--- src/rtl/itimer_pkg.sv ---
// Package: shared constants and types for the interval timer block.
// Assumes a 32-bit register word with the count field in the upper bits.
package itimer_pkg;

    localparam int WORD_W = 32;

    // Register kind selected inside one timer page.
    typedef enum logic [1:0] {
        RK_NONE  = 2'd0,
        RK_LIMIT = 2'd1,
        RK_COUNT = 2'd2
    } reg_kind_e;

endpackage

--- src/rtl/itimer_decode.sv ---
// Module: address decoder for the timer pages.
// Maps a byte address to a timer index and a register kind. Pages 0..NCPU-1
// are processor timers and page NCPU is the shared timer. Bits 1:0 are ignored.
// Produces one-hot limit read and limit write strobes per timer.
module itimer_decode
    import itimer_pkg::*;
#(
    parameter int NCPU   = 4,
    parameter int ADDR_W = 16,
    parameter int PAGE_W = 12
) (
    input  logic [ADDR_W-1:0]       addr,
    input  logic                    wr,
    input  logic                    rd,
    output reg_kind_e               kind,
    output logic [$clog2(NCPU+1)-1:0] tsel,
    output logic [NCPU:0]           lim_wr,
    output logic [NCPU:0]           lim_rd
);
    localparam int NT    = NCPU + 1;
    localparam int PG_W  = ADDR_W - PAGE_W;
    localparam int OFS_W = PAGE_W - 2;
    localparam int SEL_W = $clog2(NT);

    logic [PG_W-1:0]  page;
    logic [OFS_W-1:0] word;
    logic             page_ok;

    // Split the address into page number and word offset.
    always_comb begin
        page    = addr[ADDR_W-1:PAGE_W];
        word    = addr[PAGE_W-1:2];
        page_ok = (page < PG_W'(NT));
    end

    // Classify the register within a valid page.
    always_comb begin
        kind = RK_NONE;
        tsel = '0;
        if (page_ok) begin
            tsel = SEL_W'(page);
            if (word == OFS_W'(0))
                kind = RK_LIMIT;
            else if (word == OFS_W'(1))
                kind = RK_COUNT;
        end
    end

    // One strobe per timer for limit reads and writes.
    generate
        for (genvar t = 0; t < NT; t++) begin : g_strobe
            assign lim_wr[t] = wr && (kind == RK_LIMIT) && (tsel == SEL_W'(t));
            assign lim_rd[t] = rd && (kind == RK_LIMIT) && (tsel == SEL_W'(t));
        end
    endgenerate

endmodule

--- src/rtl/itimer_core.sv ---
// Module: one interval counter with a limit and a latched interrupt.
// The count starts at 1. On a tick it wraps to 1 and latches the interrupt
// when count+1 reaches a non-zero limit. With a zero limit it runs freely and
// steps from all-ones to 1. A limit write restarts the timer and takes
// priority over a tick. A limit read clears the interrupt unless a wrap
// happens on the same edge.
module itimer_core #(
    parameter int CNT_W = 22
) (
    input  logic             clk,
    input  logic             rst_n,
    input  logic             tick,
    input  logic             lim_wr,
    input  logic             lim_rd,
    input  logic [CNT_W-1:0] wr_field,
    output logic [CNT_W-1:0] count_q,
    output logic [CNT_W-1:0] limit_q,
    output logic             irq_q
);
    localparam logic [CNT_W-1:0] ONE = CNT_W'(1);

    logic [CNT_W:0] cnt_inc;
    logic           hit;
    logic           at_max;

    // Wrap detection: count+1 reaching a non-zero limit.
    always_comb begin
        cnt_inc = {1'b0, count_q} + (CNT_W+1)'(1);
        hit     = (limit_q != '0) && (cnt_inc >= {1'b0, limit_q});
        at_max  = &count_q;
    end

    // Count and limit state with write priority.
    always_ff @(posedge clk) begin
        if (!rst_n) begin
            count_q <= ONE;
            limit_q <= '0;
        end else if (lim_wr) begin
            count_q <= ONE;
            limit_q <= wr_field;
        end else if (tick) begin
            if (hit || at_max)
                count_q <= ONE;
            else
                count_q <= cnt_inc[CNT_W-1:0];
        end
    end

    // Interrupt latch: set on wrap, cleared by limit access.
    always_ff @(posedge clk) begin
        if (!rst_n)
            irq_q <= 1'b0;
        else if (lim_wr)
            irq_q <= 1'b0;
        else if (tick && hit)
            irq_q <= 1'b1;
        else if (lim_rd)
            irq_q <= 1'b0;
    end

endmodule

--- src/rtl/itimer_rdmux.sv ---
// Module: read-data multiplexer for all timers.
// Places the selected count or limit field in the upper bits of the word.
// Bits below the field, unmapped locations and idle cycles read as zero.
module itimer_rdmux
    import itimer_pkg::*;
#(
    parameter int NT    = 5,
    parameter int CNT_W = 22
) (
    input  logic                      rd,
    input  reg_kind_e                 kind,
    input  logic [$clog2(NT)-1:0]     tsel,
    input  logic [NT-1:0][CNT_W-1:0]  counts,
    input  logic [NT-1:0][CNT_W-1:0]  limits,
    output logic [WORD_W-1:0]         rdata
);
    localparam int FRAC_W = WORD_W - CNT_W;

    logic [CNT_W-1:0] field;

    // Pick the field of the addressed timer.
    always_comb begin
        field = '0;
        for (int t = 0; t < NT; t++) begin
            if (tsel == $clog2(NT)'(t)) begin
                if (kind == RK_LIMIT)
                    field = limits[t];
                else if (kind == RK_COUNT)
                    field = counts[t];
            end
        end
    end

    // Shift the field into place and gate with the read strobe.
    always_comb begin
        rdata = (rd && kind != RK_NONE) ? {field, FRAC_W'(0)} : '0;
    end

endmodule

--- src/rtl/itimer_block.sv ---
// Module: top of the interval timer block.
// Holds NCPU processor profiling timers (level-14 lines) and one shared timer
// (level-10 line) behind a word bus. Assumes tick_us is a single-cycle
// enable from an external microsecond prescaler, and that bus strobes are
// synchronous to clk.
module itimer_block
    import itimer_pkg::*;
#(
    parameter int NCPU   = 4,
    parameter int CNT_W  = 22,
    parameter int ADDR_W = 16,
    parameter int PAGE_W = 12
) (
    input  logic              clk,
    input  logic              rst_n,
    input  logic              tick_us,
    input  logic [ADDR_W-1:0] bus_addr,
    input  logic              bus_wr,
    input  logic              bus_rd,
    input  logic [31:0]       bus_wdata,
    output logic [31:0]       bus_rdata,
    output logic              irq_sys_lvl10,
    output logic [NCPU-1:0]   irq_cpu_lvl14
);
    localparam int NT     = NCPU + 1;
    localparam int SEL_W  = $clog2(NT);
    localparam int FRAC_W = WORD_W - CNT_W;

    reg_kind_e                 kind;
    logic [SEL_W-1:0]          tsel;
    logic [NT-1:0]             lim_wr;
    logic [NT-1:0]             lim_rd;
    logic [NT-1:0][CNT_W-1:0]  counts;
    logic [NT-1:0][CNT_W-1:0]  limits;
    logic [NT-1:0]             irqs;
    logic [CNT_W-1:0]          wr_field;

    // Take only the count field from the write data; low bits are dropped.
    assign wr_field = bus_wdata[WORD_W-1:FRAC_W];

    itimer_decode #(
        .NCPU(NCPU), .ADDR_W(ADDR_W), .PAGE_W(PAGE_W)
    ) u_dec (
        .addr(bus_addr), .wr(bus_wr), .rd(bus_rd),
        .kind(kind), .tsel(tsel), .lim_wr(lim_wr), .lim_rd(lim_rd)
    );

    // One timer per processor plus the shared timer at index NCPU.
    generate
        for (genvar t = 0; t < NT; t++) begin : g_tmr
            itimer_core #(.CNT_W(CNT_W)) u_core (
                .clk(clk), .rst_n(rst_n), .tick(tick_us),
                .lim_wr(lim_wr[t]), .lim_rd(lim_rd[t]), .wr_field(wr_field),
                .count_q(counts[t]), .limit_q(limits[t]), .irq_q(irqs[t])
            );
        end
    endgenerate

    itimer_rdmux #(.NT(NT), .CNT_W(CNT_W)) u_rd (
        .rd(bus_rd), .kind(kind), .tsel(tsel),
        .counts(counts), .limits(limits), .rdata(bus_rdata)
    );

    // Route interrupts to their fixed levels.
    assign irq_cpu_lvl14 = irqs[NCPU-1:0];
    assign irq_sys_lvl10 = irqs[NCPU];

endmodule

--- config.mk ---
export PLATFORM = sky130hd
export DESIGN_NAME = itimer_block
export DESIGN_NICKNAME = d
export VERILOG_FILES = /design/src/rtl/itimer_pkg.sv /design/src/rtl/itimer_decode.sv /design/src/rtl/itimer_core.sv /design/src/rtl/itimer_rdmux.sv /design/src/rtl/itimer_block.sv
export SDC_FILE = /design/constraint.sdc
export NUM_CORES = 1
export LEC_CHECK = 0
export BUFFER_PORTS_ARGS = -buffer_cell sky130_fd_sc_hd__buf_2
export CAP_MARGIN = 40
export CORE_MARGIN = 1
export CORE_UTILIZATION = 65
export DETAILED_ROUTE_END_ITERATION = 16
export GPL_ROUTABILITY_DRIVEN = 0
export PLACE_DENSITY = 0.84
export SYNTH_ARGS = -nofsm -noshare
export SYNTH_HDL_FRONTEND = slang
export SYNTH_HIERARCHICAL = 1
export SYNTH_SLANG_ARGS = --single-unit
--- constraint.sdc ---
create_clock -name clk -period 6.95 [get_ports clk]
set_clock_uncertainty 0.2 [all_clocks]
set_input_delay 1.0425 -clock clk [delete_from_list [all_inputs] [get_ports clk]]
set_output_delay 1.0425 -clock clk [all_outputs]
set_load 0.02 [all_outputs]
# Word-level counts from Yosys, hierarchy flattened
# Cells that the tools add are included.
# totals
wordCells	120
out_inout_bits	37
inputBits	53
register_bits	225
# classes
muxes	35
add_sub_neg	5
bitwise_logic	1
n_eq_ne	7
magnitude_cmp	6
n_reduce_logical	51
# op_table
op	count
two-way mux 22 bit	20
adder 22 x 1 -> 23 bit (second input constant)	5
>= comparator 23 x 22 -> 1 bit	5
AND reduction 22 bit	5
nonzero test 22 bit	5
two-way mux 32 bit	1
logical AND 1 bit	23
nonzero test 2 bit	6
== test 10 x 1 -> 1 bit (second input constant)	1
logical NOT 10 bit	1
two-way mux 1 bit	10
OR reduction 2 bit	5
== test 3 x 2 -> 1 bit (second input constant)	2
two-way mux 2 bit	3
logical OR 1 bit	5
less-than comparator 4 x 3 -> 1 bit (second input constant)	1
== test 3 x 1 -> 1 bit (second input constant)	1
== test 3 bit (second input constant)	1
logical NOT 3 bit	1
two-way mux 3 bit	1
== test 2 x 1 -> 1 bit (second input constant)	1
== test 2 bit (second input constant)	1
inverter 1 bit	1

# Logic depth before layout (Yosys ltp)
# Gate-level depths: netlist of run 1.
# depth
ltp_word	21
ltp_mapped	16
ltp_nobuf	14

# Cells and area by module
# Netlist of run 1, hierarchy kept.
# modules_own_cells
mod	area_each_um2	cells_per_inst	seq_area_each_um2	instances
itimer_core at g_tmr[0].u_core ...	2770.2	308	900.9	2
itimer_core at g_tmr[1].u_core ...	2622.5	280	900.9	2
itimer_core at g_tmr[2].u_core	2971.6	348	900.9	1
itimer_rdmux	2493.6	366	0.0	1
itimer_decode	302.8	35	0.0	1

# Worst setup path before layout of run 1
# OpenSTA, ideal clock, no wires.
# synth_timing
kind	input port to output port
from	in bus_addr[5]
to	out bus_rdata[25]
cell_stages	8
path_slack_ns	2.244
arrival_time_ns	3.463
required_time_ns	5.707
path_buffers	2
cell_sequence	or4_4 > a2111oi_2 > nor2b_1 > clkbuf_1 > buf_2 > a221oi_1 > or3_1 > a21oi_1
# synth_via
elab_chain_cells	21
word_cells_on_any_way	25
classes_between	eq/ne (3); mux (19); reduce/logical (3)
# synth_lines
element	line_no	rtl
start, declared	itimer_block.sv:17	input logic [ADDR_W-1:0] bus_addr,
== test 10 x 1 -> 1 bit	itimer_decode.sv:44	else if (word == OFS_W'(1))
two-way mux 2 bit	itimer_decode.sv:44	
two-way mux 2 bit (*)	itimer_decode.sv:42	if (word == OFS_W'(0))
two-way mux 2 bit (*)	itimer_decode.sv:40	if (page_ok) begin
net kind[1]	itimer_block.sv:29	reg_kind_e kind;
== test 2 bit	itimer_rdmux.sv:28	else if (kind == RK_COUNT)
two-way mux 22 bit	itimer_rdmux.sv:28	
two-way mux 22 bit	itimer_rdmux.sv:26	if (kind == RK_LIMIT)
(+6 left out)	-	
two-way mux 22 bit	itimer_rdmux.sv:25	if (tsel == $clog2(NT)'(t)) begin
two-way mux 22 bit	itimer_rdmux.sv:28	
two-way mux 22 bit	itimer_rdmux.sv:26	
two-way mux 22 bit	itimer_rdmux.sv:25	
two-way mux 22 bit	itimer_rdmux.sv:28	
two-way mux 22 bit	itimer_rdmux.sv:26	
two-way mux 22 bit	itimer_rdmux.sv:25	
two-way mux 32 bit (*)	itimer_rdmux.sv:36	rdata = (rd && kind != RK_NONE) ? {field, FRAC_W'(0)} : '0;
end, declared	itimer_block.sv:21	output logic [31:0] bus_rdata,
# The timed path passes the listed nets; every way through them passes the cells marked *.

# Final worst setup path of run 1
# layout_timing
from	in bus_addr[5]
to	out bus_rdata[18]
# layout_via
word_cells_on_any_way	25
classes_between	eq/ne (3); mux (19); reduce/logical (3)
# layout_lines
element	line_no
logical NOT 10 bit (*)	itimer_decode.sv:42
two-way mux 2 bit (*)	itimer_decode.sv:42
two-way mux 2 bit (*)	itimer_decode.sv:40
net kind[0]	itimer_block.sv:29
== test 2 bit	itimer_rdmux.sv:28
two-way mux 22 bit	itimer_rdmux.sv:28
two-way mux 22 bit	itimer_rdmux.sv:26
two-way mux 22 bit	itimer_rdmux.sv:25
(+5 left out)	-
two-way mux 22 bit	itimer_rdmux.sv:25
two-way mux 22 bit	itimer_rdmux.sv:28
two-way mux 22 bit	itimer_rdmux.sv:26
two-way mux 22 bit	itimer_rdmux.sv:25
two-way mux 22 bit	itimer_rdmux.sv:28
two-way mux 22 bit	itimer_rdmux.sv:26
two-way mux 22 bit	itimer_rdmux.sv:25
two-way mux 32 bit (*)	itimer_rdmux.sv:36
# Marks and branches as above.

==> results.md, run 1 <==
- Outcome: finished clean
- Required @ worst endpoint: 5710 ps
- CTS root buf: clkbuf_16
- Leading area contributor after synthesis: dfxtp_1
- Flops & latches, synth: 225
- Drt pass-1 iters: 6
- Worst hold slack: 284 ps
- Net switching power: 0.769 mW
- Crit path DAT: 4630 ps
- Worst Tran Pin Value: 976 ps
- Clock Sinks: 225
- Post-layout power: 3.11 mW
- Reg power frac: 0.422
- Worst hold path type: reg2reg
- Nets: 2099
- Final core occ: 0.714
- Cells after synthesis: 1925
- Fmax: 0.170 GHz
- Wire per inst: 23.7 um
- Post-synth ARST share: 0
- Post-CTS Hold Buffers: 0
- Yosys Warn Count: 6
- CTS tree: built
- Worst-path clk slew: 60 ps
- GRT Total Usage: 0.403
- Distinct cell type count of the synthesized netlist: 93
- Switching Share: 0.247
- Clock share of power: 0.494
- Post-Syn Area: 0.0166 mm^2
- Placed Area: 0.0170 mm^2
- Post-Place Cells: 2233
- Remaining Overflow, GRT: 0
- Endpoints failing hold: 0
- Final setup fails: 0
- Post-place setup slack: 1320 ps
- Clock Latency Late Sink: 540 ps
- Final WS setup: 1080 ps
- 1st-iter DRT viols: 2246
- Vias in the first global route: 14500
- Syn avg cell area: 8.60 um^2
- Post-route ant nets: 0
- DR DRC count: 0
- Worst vdd ir: 0.206 mV
- CP Buf/Inv Count: 3
- Cts repair resizes: 0
- Vias per inst: 6.85
- Critical Path End Type: output pin
- Fraction of layout cells with a size suffix above 1: 0.120
- HPWL Detailed: 38.3 mm
- # IOs: 90
- Final std cells w/o fill: 2280
- Area growth, synth to finish: 8.34%
- Total Routed Length: 54.0 mm
- Port bufs: 67
- Sequential-to-total area share from yosys stat: 0.272
- Startpoint Class: input port
- Critical Path Max Stage Delay: 680 ps
- Leakage: 6.61 nW
- Crit path time final: 5870 ps
- Starting Density: 0.659
- First-pass GRT wire length: 82.1 mm
- Die ar.: 0.0261 mm^2
- Critical path's top delay family: simple AND/OR/NAND/NOR gates
- Max-slew violation count: 0
- Post-layout instance area: 0.0179 mm^2
- Synth area leaders: dfxtp_1 (27%), mux2i_1 (8.9%), ha_1 (8.7%), nor2b_1 (5.8%), xnor2_1 (3.6%)
- Number of flops mapped to enable cells by yosys: 0
- Synth Flop Type: dfxtp_1
- Final setup TNS: 0 ps
- Die Span X: 162 um
- Antenna violations before repair: 1
- Crit-path max FO: 67
- Rows: 58
- Core ar.: 0.0251 mm^2
- Unrepaired setup endpoints after global routing: false
- Max cap viols: 0
- Power Density: 174 mW/mm^2
- Pint: 2.34 mW
- Largest net degree at the start of global routing: 68
- Clock Tree Buf Depth: 3
- Post-CTS setup buffer count: 0
- Slowest cell on crit path: or4b_4
- CTS HTree Levels: 1
- Logic pwr share: 0.084
- Period utilisation layout: 0.844
- Die height: 162 um
- CTS Buf Count: 26
- WS Path Type: in2out
- # fillers: 1899
- Post-synth top area share: 0.272
- Relative slew slack: 0.349
- Critical-path cell list: buf_2, or4_4, a2111oi_4, buf_4, or4b_4, o22ai_1, a21oi_1, a21oi_1, buf_2
- DR vias: 15600
[cells in the final DEF (no fill, tap or decap), types with 20 or more instances in the layout]
master | Yosys | final
dfxtp_1 | 225 | 225
nor2b_1 | 153 | 151
mux2i_1 | 148 | 148
inv_1 | 129 | 128
ha_1 | 115 | 115
a21oi_1 | 109 | 109
nand2_1 | 92 | 92
xnor2_1 | 68 | 68
buf_2 | 22 | 68
nor2_1 | 63 | 63
o21ai_0 | 54 | 54
nand3_1 | 52 | 52
xor2_1 | 42 | 42
nand4_1 | 41 | 41
a32o_1 | 34 | 34
nor4_1 | 38 | 32
o22ai_1 | 30 | 30
nor3_1 | 28 | 28
clkbuf_16 | 0 | 27
a22o_1 | 27 | 27
buf_4 | 13 | 25
a22oi_1 | 23 | 23
and3_1 | 22 | 22
and3b_1 | 20 | 20
[state kept, by name (all words and copies together), names as in the netlist]
| name | count |
|---|---|
| g_tmr.u_core/irq_q | 5 |
| g_tmr.u_core/limit_q | 110 |
| g_tmr.u_core/count_q | 110 |
[power by group through the flow]
stage,Sequential [mW],Clock [mW],Combinational (mW)
finish,1.31,1.54,0.262
CTS,1.31,1.54,0.251
global route,1.31,1.59,0.274
detailed placement,1.34,0,0.248
global placement,1.34,0,0.240
floorplan,1.33,0,0.167
[cells by family after synthesis]
logic type	Yosys count	share of synthesized area
buffers and inverters	256	0.0696
muxes	152	0.0922
other	1	0.000227
adders and majority gates	115	0.0869
and+or+nand+nor	633	0.234
xor gates and xnor gates	112	0.0602
AOI/OAI and AO/OA	431	0.184
DFF	225	0.272
[per-layer routing]
layer	GRT usage	vias up	wire length (um)	part of all wire
li1	-	7030	-	-
met1	0.530	7353	21100	0.39
met2	0.600	1003	22700	0.42
met3	0.0765	238	5980	0.11
met4	0.272	0	4170	0.077
met5	0	-	0	0
[Yosys cell counts, types with 6 or more instances]
cell	number
ha_1	115
nand2b_1	10
xor2_1	42
nand2_1	92
o31a_1	16
a211oi_1	11
a31oi_1	13
buf_6	12
o211a_1	8
and3_1	22
a22oi_1	23
nand3b_1	13
and3_2	8
clkbuf_1	59
a32o_1	34
a221oi_1	13
inv_1	129
and2_1	10
nand4_1	41
nor3_1	28
buf_4	13
a21oi_1	109
dfxtp_1	225
nor2b_1	153
nor4_1	38
nand3_1	52
mux2i_1	148
or3_1	9
and3b_1	20
xnor2_1	68
buf_1	15
or4_4	6
o22ai_1	30
buf_2	22
nor2_1	63
o21ai_0	54
o21a_1	8
a21o_1	12
a22o_1	27
o221ai_1	9
o21ai_1	17
[final timing paths]
kind                                              endpoint  slack, ps                               startpoint  cells past startpoint
hold reg to reg         g_tmr[2].u_core/irq_q$_SDFFE_PP0P_        280       g_tmr[2].u_core/irq_q$_SDFFE_PP0P_                      2
setup reg to reg  g_tmr[4].u_core/count_q[21]$_SDFFE_PP0P_       1830  g_tmr[4].u_core/count_q[0]$_SDFFE_PP1P_                     14
hold / removal          g_tmr[2].u_core/irq_q$_SDFFE_PP0P_        280       g_tmr[2].u_core/irq_q$_SDFFE_PP0P_                      2
setup / recovery                             bus_rdata[18]       1080                              bus_addr[5]                      9
[worst min-delay path, stage by stage (launching register included)]
cell and delay, ps:
dfxtp_1 310, nand2b_1 80, a21oi_2 50
[final cells by class]
cell class              instances  area (um^2)  area share
multi-input cells            1453        11000       0.614
well taps                     330          413      0.0230
inverters                     129          484      0.0270
flip-flops and latches        225         4500       0.251
clock buffers                  32          724      0.0404
clock inverters                14          228      0.0127
repair buffers                 96          574      0.0320
diodes                          1         2.50    0.000140
Note: power is estimated with default switching activity, not from simulation.
==> run 2: changes to the inputs <==
--- a/config.mk
+++ b/config.mk
@@ -5,13 +5,14 @@
 export SDC_FILE = /design/constraint.sdc
 export NUM_CORES = 1
 export LEC_CHECK = 0
+export ABC_AREA = 1
 export BUFFER_PORTS_ARGS = -buffer_cell sky130_fd_sc_hd__buf_2
 export CAP_MARGIN = 40
 export CORE_MARGIN = 1
-export CORE_UTILIZATION = 65
+export CORE_UTILIZATION = 57
 export DETAILED_ROUTE_END_ITERATION = 16
 export GPL_ROUTABILITY_DRIVEN = 0
-export PLACE_DENSITY = 0.84
+export PLACE_DENSITY = 0.78
 export SYNTH_ARGS = -nofsm -noshare
 export SYNTH_HDL_FRONTEND = slang
 export SYNTH_HIERARCHICAL = 1
==> constraint.sdc (replaced) <==
create_clock -name clk -period 4.7 [get_ports clk]
set_clock_uncertainty 0.2 [all_clocks]
set_input_delay 0.705 -clock clk [delete_from_list [all_inputs] [get_ports clk]]
set_output_delay 0.705 -clock clk [all_outputs]
set_load 0.02 [all_outputs]
==> results.md, run 2 <==
- Clock Tree Buf Depth: 3 (unchanged)
- Final setup TNS: 0 ps (unchanged)
- Critical Path Max Stage Delay: 320 ps (was 680 ps)
- Most frequent cells in the layout: nand2_1 (758), inv_1 (361), nor2_1 (226) (was dfxtp_1 (225), nor2b_1 (151), mux2i_1 (148))
- Final core occ: 0.636 (was 0.714)
- Vias in the first global route: 17500 (was 14500)
- Die height: 183 um (was 162 um)
- DR DRC count: 0 (unchanged)
- Critical-path cell list: buf_2, inv_1, o21bai_4, nor2_1, inv_1, nor3_2, buf_4, inv_2, nand3_1, nand2_1, nand2_1, nand2_1, a21oi_1, buf_2 (was buf_2, or4_4, a2111oi_4, buf_4, or4b_4, o22ai_1, a21oi_1, a21oi_1, buf_2)
- Rows: 65 (was 58)
- Unrepaired setup endpoints after global routing: false (unchanged)
- Switching Share: 0.260 (was 0.247)
- Leakage: 8.82 nW (was 6.61 nW)
- Worst hold path type: reg2reg (unchanged)
- DR vias: 19000 (was 15600)
- Hold path depth: 2 (unchanged)
- Logic pwr share: 0.101 (was 0.084)
- Leading registers by flop count: g_tmr.u_core/count_q: 110 flops, g_tmr.u_core/limit_q: 110 flops, g_tmr.u_core/irq_q: 5 flops (unchanged)
- Fmax: 0.238 GHz
- Post-layout instance area: 0.0203 mm^2 (was 0.0179 mm^2)
- # fillers: 2886 (was 1899)
- Core ar.: 0.0319 mm^2 (was 0.0251 mm^2)
- Sequential-to-total area share from yosys stat: 0.242 (was 0.272)
- Final std cells w/o fill: 3284 (was 2280)
- Critical Path End Type: output pin (unchanged)
- Drt pass-1 iters: 6 (unchanged)
- Reg power frac: 0.409 (was 0.422)
- Vias per inst: 5.79 (was 6.85)
- Post-synth top area share: 0.242 (was 0.272)
- Reg2reg end: g_tmr[0].u_core/count_q[16]$_SDFFE_PP0P_ (was g_tmr[4].u_core/count_q[21]$_SDFFE_PP0P_)
- First-pass GRT wire length: 93.2 mm (was 82.1 mm)
- Placed Area: 0.0193 mm^2 (was 0.0170 mm^2)
- Reg2reg path depth: 22 (was 14)
- Distinct cell type count of the synthesized netlist: 43 (was 93)
- Crit path DAT: 3300 ps (was 4630 ps)
- Cts repair resizes: 0 (unchanged)
- Post-CTS setup buffer count: 0 (unchanged)
- Starting Density: 0.584 (was 0.659)
- Cells after synthesis: 2825 (was 1925)
- Area growth, synth to finish: 8.76% (was 8.34%)
- Pint: 3.51 mW (was 2.34 mW)
- Synth area leaders: dfxtp_1 (24%), nand2_1 (15%), ha_1 (7.7%), inv_1 (7.3%), nand3_2 (5.7%) (was dfxtp_1 (27%), mux2i_1 (8.9%), ha_1 (8.7%), nor2b_1 (5.8%), xnor2_1 (3.6%))
- Power Density: 234 mW/mm^2 (was 174 mW/mm^2)
- Endpoints failing hold: 0 (unchanged)
- Nets: 2995 (was 2099)
- Clock Sinks: 225 (unchanged)
- Reg2reg setup slack: 1020 ps (was 1830 ps)
- Worst Tran Pin Value: 866 ps (was 976 ps)
- Most frequent cell after synthesis: nand2_1 (was dfxtp_1)
- Die Span X: 183 um (was 162 um)
- Max-slew violation count: 0 (unchanged)
- Net switching power: 1.23 mW (was 0.769 mW)
- Slowest cell on crit path: nor2_1 (was or4b_4)
- Commonest cells in the netlist: nand2_1 (758), inv_1 (361), nor2_1 (227) (was dfxtp_1 (225), nor2b_1 (153), mux2i_1 (148))
- 1st-iter DRT viols: 2462 (was 2246)
- CTS tree: built (unchanged)
- Clock share of power: 0.491 (was 0.494)
- Most common cell after layout, fill and taps aside: nand2_1 (was dfxtp_1)
- Outcome: finished clean (unchanged)
- Post-CTS Hold Buffers: 0 (unchanged)
- Synth Flop Type: dfxtp_1 (unchanged)
- Die ar.: 0.0334 mm^2 (was 0.0261 mm^2)
- Crit path from: bus_addr[14] (was bus_addr[5])
- CTS HTree Levels: 1 (unchanged)
- Post-Syn Area: 0.0186 mm^2 (was 0.0166 mm^2)
- Final setup fails: 0 (unchanged)
- HPWL Detailed: 43.3 mm (was 38.3 mm)
- Largest net degree at the start of global routing: 50 (was 68)
- CTS root buf: clkbuf_16 (unchanged)
- Most used cell, CP: nand2_1
- Crit path time final: 4210 ps
- Post-Place Cells: 3233 (was 2233)
- Yosys Warn Count: 6 (unchanged)
- Flops & latches, synth: 225 (unchanged)
- Remaining Overflow, GRT: 0 (unchanged)
- GRT Total Usage: 0.353 (was 0.403)
- Fraction of layout cells with a size suffix above 1: 0.172 (was 0.120)
- Wire per inst: 18.1 um (was 23.7 um)
- Post-synth ARST share: 0 (unchanged)
- # IOs: 90 (unchanged)
- Leading area contributor after synthesis: dfxtp_1 (unchanged)
- CTS Buf Count: 27 (was 26)
- Worst-path clk slew: 60 ps (about the same)
- Required @ worst endpoint: 3800 ps (was 5710 ps)
- Clock Latency Late Sink: 560 ps (was 540 ps)
- Crit-path max FO: 22 (was 67)
- WS Path Type: in2out (unchanged)
- Worst vdd ir: 0.278 mV (was 0.206 mV)
- Startpoint Class: input port (unchanged)
- Total Routed Length: 59.6 mm (was 54.0 mm)
- Number of flops mapped to enable cells by yosys: 0 (unchanged)
- Max cap viols: 0 (unchanged)
- Period utilisation layout: 0.895
- Port bufs: 67 (unchanged)
- Syn avg cell area: 6.59 um^2 (was 8.60 um^2)
- Relative slew slack: 0.422 (was 0.349)
- Post-route ant nets: 0 (unchanged)
- CP Capture Point: bus_rdata[22] (was bus_rdata[18])
- RR Startpoint: g_tmr[0].u_core/count_q[0]$_SDFFE_PP1P_ (was g_tmr[4].u_core/count_q[0]$_SDFFE_PP1P_)
- Antenna violations before repair: 6 (was 1)
## run 2: cell types whose count changed after synthesis, sizes merged, moves of 30 or more
cell,change
nor2b,-153
xnor2,-43
mux2i,-148
o21ai,+46
nor2,+209
nor4,-37
a21oi,+167
o22ai,-30
a32o,-34
nand2,+706
nand3,+250
inv,+246
## run 2: power groups by stage
stage / Combinational [mW] / Clock, mW / Sequential [mW]
2_1_floorplan: 0.301 / 0 / 1.97
3_3_place_gp: 0.420 / 0 / 1.98
3_5_place_dp: 0.457 / 0 / 1.98
4_1_cts: 0.460 / 2.34 / 1.94
5_1_grt: 0.514 / 2.43 / 1.94
6_report: 0.477 / 2.33 / 1.94
## run 2: kinds of logic after synthesis
| family | synth area share |
|---|---|
| compound gates | 0.133 |
| xor+xnor | 0.0362 |
| fa+ha+maj | 0.0772 |
| buf+inv | 0.121 |
| flops | 0.242 |
| other cells | 0.000201 |
| simple gates | 0.391 |
## run 2: per-layer routing
metal / global-route usage / share of wire / wire, um
met5: 0 / 0.00094 / 56
met1: 0.468 / 0.41 / 24200
met3: 0.0705 / 0.11 / 6620
met4: 0.158 / 0.047 / 2800
met2: 0.553 / 0.43 / 25900
## run 2: how the worst min path moves through the flow
| stage | slack [ps] | end | startpoint |
|---|---|---|---|
| detailed placement | 260 | g_tmr[1].u_core/irq_q$_SDFFE_PP0P_ | g_tmr[1].u_core/irq_q$_SDFFE_PP0P_ |
| finish | 270 | g_tmr[1].u_core/irq_q$_SDFFE_PP0P_ | g_tmr[1].u_core/irq_q$_SDFFE_PP0P_ |
| floorplan | 260 | g_tmr[4].u_core/limit_q[21]$_SDFFE_PN0P_ | g_tmr[4].u_core/limit_q[21]$_SDFFE_PN0P_ |
| CTS | 270 | g_tmr[1].u_core/irq_q$_SDFFE_PP0P_ | g_tmr[1].u_core/irq_q$_SDFFE_PP0P_ |
| global route | 280 | g_tmr[0].u_core/irq_q$_SDFFE_PP0P_ | g_tmr[0].u_core/irq_q$_SDFFE_PP0P_ |
| global placement | 250 | g_tmr[1].u_core/irq_q$_SDFFE_PP0P_ | g_tmr[1].u_core/irq_q$_SDFFE_PP0P_ |
## run 2: metrics by stage
step	hold WS [ps]	setup WS [ps]	power (mW)
global placement	251	738	2.40
global route	276	459	4.88
floorplan	259	1300	2.27
finish	270	494	4.74
CTS	270	682	4.74
detailed placement	260	700	2.43
## run 2: critical path: cells and delay by family
kind	cells	cell delay, ps
AO/OA/AOI/OAI	2	410
AND/OR/NAND/NOR	6	910
buffers and inverters	6	1270
## run 2: area by class of cell
class / instances / area (um^2) / share of cell area
multi-input combinational: 2096 / 11900 / 0.589
sequential: 225 / 4500 / 0.222
inverter: 376 / 1410 / 0.0697
timing repair buffer: 101 / 886 / 0.0437
clock buffer: 34 / 742 / 0.0366
tap: 435 / 544 / 0.0269
clock inverter: 15 / 234 / 0.0115
antenna: 2 / 5.00 / 0.000247
